<file path="src/rtl/pio_pkg.sv">
`timescale 1ns/1ps
package pio_pkg;
   localparam int OP_COUNT = 6;
   localparam int OP_RD  = 5;
   localparam int OP_WR  = 4;
   localparam int OP_SKR = 3;
   localparam int OP_SKW = 2;
   localparam int OP_EN  = 1;
   localparam int OP_DIS = 0;

   // field order follows selector bit order, MSB first
   typedef struct packed {
      logic rd;
      logic wr;
      logic skip_rd;
      logic skip_wr;
      logic en;
      logic dis;
   } io_cmd_t;
endpackage

</file>
<file path="src/rtl/pio_decode.sv">
`timescale 1ns/1ps
module pio_decode
   import pio_pkg::*;
(
   input  logic                exec_io,
   input  logic [OP_COUNT-1:0] io_sel,
   output io_cmd_t             cmd
);
   logic single_bit;

   always_comb begin
      single_bit = (io_sel != '0) && ((io_sel & (io_sel - 1'b1)) == '0);
      if (exec_io && single_bit) cmd = io_cmd_t'(io_sel);
      else                       cmd = '0;
   end
endmodule

</file>
<file path="src/rtl/pio_in_chan.sv">
`timescale 1ns/1ps
module pio_in_chan #(
   parameter int CHAR_W = 8
) (
   input  logic              clk,
   input  logic              rst_n,
   input  logic              dev_strobe,
   input  logic [CHAR_W-1:0] dev_data,
   input  logic              cpu_take,
   output logic [CHAR_W-1:0] char_q,
   output logic              flag_q
);
   logic accept;
   assign accept = dev_strobe && !flag_q;

   always_ff @(posedge clk) begin
      if (!rst_n) begin
         char_q <= '0;
         flag_q <= 1'b0;
      end else begin
         if (accept) char_q <= dev_data;
         // an arriving character outranks the CPU's clear
         if (accept)        flag_q <= 1'b1;
         else if (cpu_take) flag_q <= 1'b0;
      end
   end
endmodule

</file>
<file path="src/rtl/pio_out_chan.sv">
`timescale 1ns/1ps
module pio_out_chan #(
   parameter int CHAR_W = 8
) (
   input  logic              clk,
   input  logic              rst_n,
   input  logic              cpu_put,
   input  logic [CHAR_W-1:0] cpu_data,
   input  logic              dev_ack,
   output logic [CHAR_W-1:0] char_q,
   output logic              flag_q
);
   logic consume;
   assign consume = dev_ack && !flag_q;

   always_ff @(posedge clk) begin
      if (!rst_n) begin
         char_q <= '0;
         flag_q <= 1'b1;
      end else if (cpu_put) begin
         // a fresh character must not be marked as already taken
         char_q <= cpu_data;
         flag_q <= 1'b0;
      end else if (consume) begin
         flag_q <= 1'b1;
      end
   end
endmodule

</file>
<file path="src/rtl/pio_ien.sv">
`timescale 1ns/1ps
module pio_ien #(
   parameter bit RST_VAL = 1'b0
) (
   input  logic clk,
   input  logic rst_n,
   input  logic set_en,
   input  logic clr_en,
   output logic en_q
);
   always_ff @(posedge clk) begin
      if (!rst_n)      en_q <= RST_VAL;
      else if (set_en) en_q <= 1'b1;
      else if (clr_en) en_q <= 1'b0;
   end
endmodule

</file>
<file path="src/rtl/pio_flag_unit.sv">
`timescale 1ns/1ps
module pio_flag_unit
   import pio_pkg::*;
#(
   parameter int WORD_W = 16,
   parameter int CHAR_W = 8
) (
   input  logic                clk,
   input  logic                rst_n,
   input  logic                exec_io,
   input  logic [OP_COUNT-1:0] io_sel,
   input  logic [WORD_W-1:0]   acc_in,
   output logic [WORD_W-1:0]   acc_out,
   output logic                acc_load,
   output logic                pc_skip,
   output logic                seq_clr,
   input  logic                dev_in_strobe,
   input  logic [CHAR_W-1:0]   dev_in_data,
   input  logic                dev_out_ack,
   output logic [CHAR_W-1:0]   dev_out_data,
   output logic                in_flag,
   output logic                out_flag,
   output logic                int_en,
   output logic                irq
);
   localparam int HI_W = WORD_W - CHAR_W;

   initial begin
      assert (CHAR_W >= 1 && CHAR_W <= WORD_W)
         else $error("pio_flag_unit: CHAR_W must be in 1..WORD_W");
   end

   io_cmd_t           cmd;
   logic [CHAR_W-1:0] in_char;

   pio_decode u_dec (
      .exec_io (exec_io),
      .io_sel  (io_sel),
      .cmd     (cmd)
   );

   pio_in_chan #(.CHAR_W(CHAR_W)) u_in (
      .clk        (clk),
      .rst_n      (rst_n),
      .dev_strobe (dev_in_strobe),
      .dev_data   (dev_in_data),
      .cpu_take   (cmd.rd),
      .char_q     (in_char),
      .flag_q     (in_flag)
   );

   pio_out_chan #(.CHAR_W(CHAR_W)) u_out (
      .clk      (clk),
      .rst_n    (rst_n),
      .cpu_put  (cmd.wr),
      .cpu_data (acc_in[CHAR_W-1:0]),
      .dev_ack  (dev_out_ack),
      .char_q   (dev_out_data),
      .flag_q   (out_flag)
   );

   pio_ien #(.RST_VAL(1'b0)) u_ien (
      .clk    (clk),
      .rst_n  (rst_n),
      .set_en (cmd.en),
      .clr_en (cmd.dis),
      .en_q   (int_en)
   );

   generate
      if (HI_W == 0) begin : g_full_word
         assign acc_out = in_char;
      end else begin : g_keep_high
         assign acc_out = {acc_in[WORD_W-1:CHAR_W], in_char};
      end
   endgenerate

   assign acc_load = cmd.rd;
   assign pc_skip  = (cmd.skip_rd && in_flag) || (cmd.skip_wr && out_flag);
   assign seq_clr  = exec_io;
   assign irq      = int_en && (in_flag || out_flag);
endmodule

</file>
<file path="config.mk">
export PLATFORM = sky130hd
export DESIGN_NAME = pio_flag_unit
export DESIGN_NICKNAME = d
export VERILOG_FILES = /design/src/rtl/pio_pkg.sv /design/src/rtl/pio_decode.sv /design/src/rtl/pio_in_chan.sv /design/src/rtl/pio_out_chan.sv /design/src/rtl/pio_ien.sv /design/src/rtl/pio_flag_unit.sv
export SDC_FILE = /design/constraint.sdc
export NUM_CORES = 1
export LEC_CHECK = 0
export BUFFER_PORTS_ARGS = -buffer_cell sky130_fd_sc_hd__clkbuf_2
export CAP_MARGIN = 25
export CORE_MARGIN = 2
export CORE_UTILIZATION = 30
export CTS_CLUSTER_SIZE = 20
export DETAILED_ROUTE_END_ITERATION = 10
export PLACE_DENSITY = 0.69
export SKIP_CTS_REPAIR_TIMING = 1
export SLEW_MARGIN = 20
export SYNTH_ARGS = -nofsm -noshare
export SYNTH_HDL_FRONTEND = slang
export SYNTH_SLANG_ARGS = --single-unit
</file>
<file path="constraint.sdc">
create_clock -name clk -period 1.2 [get_ports clk]
set_input_delay 0.18 -clock clk [delete_from_list [all_inputs] [get_ports clk]]
set_output_delay 0.18 -clock clk [all_outputs]
set_load 0.02 [all_outputs]
</file>
==> flow_metrics.tcl <==
set metrics [dict create \
    path_class "reg -> out" \
    maxCapViolCount 0 \
    cts_root_buffer "clkbuf_4" \
    clock_path_buffers 2 \
    rsz0062_at_grt "yes" \
    synth_common_cells "nand2_1 (32), dfxtp_1 (19), buf_4 (9)" \
    cp-end-kind "primary output" \
    clk_pin_slew_ns 0.10 \
    grt_first_pass_wirelength_um 3430 \
    hpwl_um 1720 \
    drc 0 \
    hp-class "in -> reg" \
    grt_overflow 0 \
    p_seq_share_pct 55.8 \
    peakVddDrop_mv 0.483 \
    post-place-ws_ns -0.141 \
    violations "setup timing" \
    ys_warn_count 0 \
    fin_worst_skew_ns 0.000467 \
    required_ns 1.02 \
    grt_pass1_vias 825 \
    power.net_switching_w 0.000307 \
    fill_cells 301 \
    multiInputGateArea_um2 430 \
    drtAntennaViolNets 0 \
    place.gp.congestion 0.748 \
    syn_to_final_growth_pct 34.4 \
    startpoint_type "flip-flop" \
    num_vias 863 \
    fin_nets 191 \
    routedWlPerCell_um 11.0 \
    place.port_buffers 49 \
    routed_wl_um 2070 \
    vias_per_cell 4.59 \
    period_minus_slack_ns 1.39 \
    p_per_area_nw_per_um2 960 \
    synthArstFlopShare_pct 0 \
    p_comb_share_pct 17.9 \
    slew-limit-headroom_pct 80.2 \
    initial_utilization_pct 30.7 \
    cts_tree "built" \
    syn_nets 143 \
    synth_ff_type "dfxtp_1" \
    dieArea_um2 3500 \
    critical_path.max_fanout 4 \
    setup_slack_ns -0.186 \
    synth_top_area_share_pct 41.6 \
    grt_max_degree 19 \
    synth_cell_types 28 \
    drtPass1Iterations 4 \
    arrival_ns 1.21 \
    p_clk_share_pct 26.2 \
    clkSinkCount 19 \
    gr-usage-all-layers_pct 12.5 \
    ys_top_cells_by_area "dfxtp_1 (42%), nand2_1 (13%), mux2i_1 (8.8%)" \
    io_pins 66 \
    final_area_um2 1230 \
    final.setup.tns_ns -0.264 \
    drive_gt1_share_pct 41.3 \
    tightest_slew_ns 0.297 \
    fmax_mhz 722 \
    drv_slew 0 \
    hold_violations 0 \
    leakagePower_nw 0.563 \
    fp.dieW_um 59.2 \
    yosysMostFrequentCell "nand2_1" \
    clk_latency_ns 0.28 \
    antenna_found_initial 0 \
    ctsHtreeMaxLevel 1 \
    synth-seq-cells 19 \
    final-setup-viol-count 3 \
    status "finished, violations left" \
    synth_area_per_cell_um2 8.46 \
    place_area_um2 1180 \
    antennaDiodeCount 0 \
    seqCellArea_um2 388 \
    core_area_um2 2980 \
    cts_buffers 3 \
    first_iter_violations 26 \
    fin_crit_sh_pct 115 \
    synth.yosys.seq_area_share_pct 41.6 \
    syn_area_um2 913 \
    intPower_w 0.000871 \
    rows 20 \
    synth_area_leader_cell "dfxtp_1" \
    die-height_um 59.2 \
    synth_edf_count 0 \
    switching_share_pct 26.1 \
    syn_inst 108 \
]
[power groups by stage]
stage / Clock, W / Sequential [W] / Combinational, W
2_1_floorplan: 0 / 0.000699 / 0.000116
3_3_place_gp: 0 / 0.000672 / 0.000202
3_5_place_dp: 0 / 0.000672 / 0.000210
4_1_cts: 0.000333 / 0.000658 / 0.000211
5_1_grt: 0.000364 / 0.000660 / 0.000234
6_report: 0.000309 / 0.000658 / 0.000211
[through the flow]
| stage | hold WS [ns] | util (%) | power [W] | std cells |
|---|---|---|---|---|
| floorplan | 0.316 | - | 0.000815 | 108 |
| global placement | 0.360 | 39.8 | 0.000873 | 184 |
| detailed placement | 0.360 | 39.8 | 0.000882 | 184 |
| CTS | 0.0870 | 40.7 | 0.00120 | 188 |
| global route | 0.0828 | 41.2 | 0.00126 | 188 |
| finish | 0.102 | 41.2 | 0.00118 | 188 |
[final cells by class]
class	count	share of cell area, %
multi-input cells	73	35.1
well taps	33	3.36
inverters	2	0.612
repair buffers	57	27.2
flip-flops and latches	19	31.6
clock buffers	4	2.14
[worst max-delay path: stages, from the launching register on]
cell	delay, ns
dfxtp_4	0.38
a22o_1	0.13
o311ai_1	0.09
a31oi_1	0.15
buf_2	0.18
[final timing paths]
check                                                  from                          end  slack [ns]  depth (start not counted)
worst max-delay path              u_out.flag_q$_SDFFE_PN1P_                      pc_skip       -0.19                          4
worst min-delay path                         dev_in_data[5]  u_in.char_q[5]$_SDFFE_PN0P_        0.10                          3
worst max register to register     u_in.flag_q$_SDFFE_PN0P_  u_in.char_q[4]$_SDFFE_PN0P_        0.14                          4
worst min register to register  u_in.char_q[7]$_SDFFE_PN0P_  u_in.char_q[7]$_SDFFE_PN0P_        0.46                          2
[sequential cells by signal, indices dropped and copies added (netlist names)]
register and count:
u_out.flag_q 1, u_out.char_q 8, u_ien.en_q 1, u_in.flag_q 1
u_in.char_q 8
[kinds of logic after synthesis]
group | count (synthesis) | synth area share, %
simple gates | 47 | 25.8
flops | 19 | 41.6
compound gates | 18 | 12.6
buf+inv | 16 | 11.2
mux | 8 | 8.77
[cells in the final DEF (no fill, tap or decap), types with 2 or more instances in the layout]
cell type,synthesis,final
clkbuf_2,1,45
nor2_1,3,3
dfxtp_1,19,17
clkbuf_4,0,3
buf_4,9,6
nand2_1,32,32
nor3_1,2,2
a211oi_1,2,2
mux2i_1,8,8
buf_6,1,3
a21oi_1,8,8
nand3b_1,2,2
buf_2,0,2
dfxtp_4,0,2
a21boi_0,2,2
and4b_1,2,2
[metal layers]
| layer | wire length, um | global-route usage, % | part of all wire, % | vias to the layer above |
|---|---|---|---|---|
| met3 | 202 | 5.90 | 9.8 | 0 |
| met5 | 0 | 0 | 0 | - |
| li1 | - | - | - | 452 |
| met2 | 1030 | 21.9 | 50 | 40 |
| met1 | 836 | 14.2 | 40 | 371 |
| met4 | 0 | 1.95 | 0 | 0 |
Power figures use the tool's default switching activity.
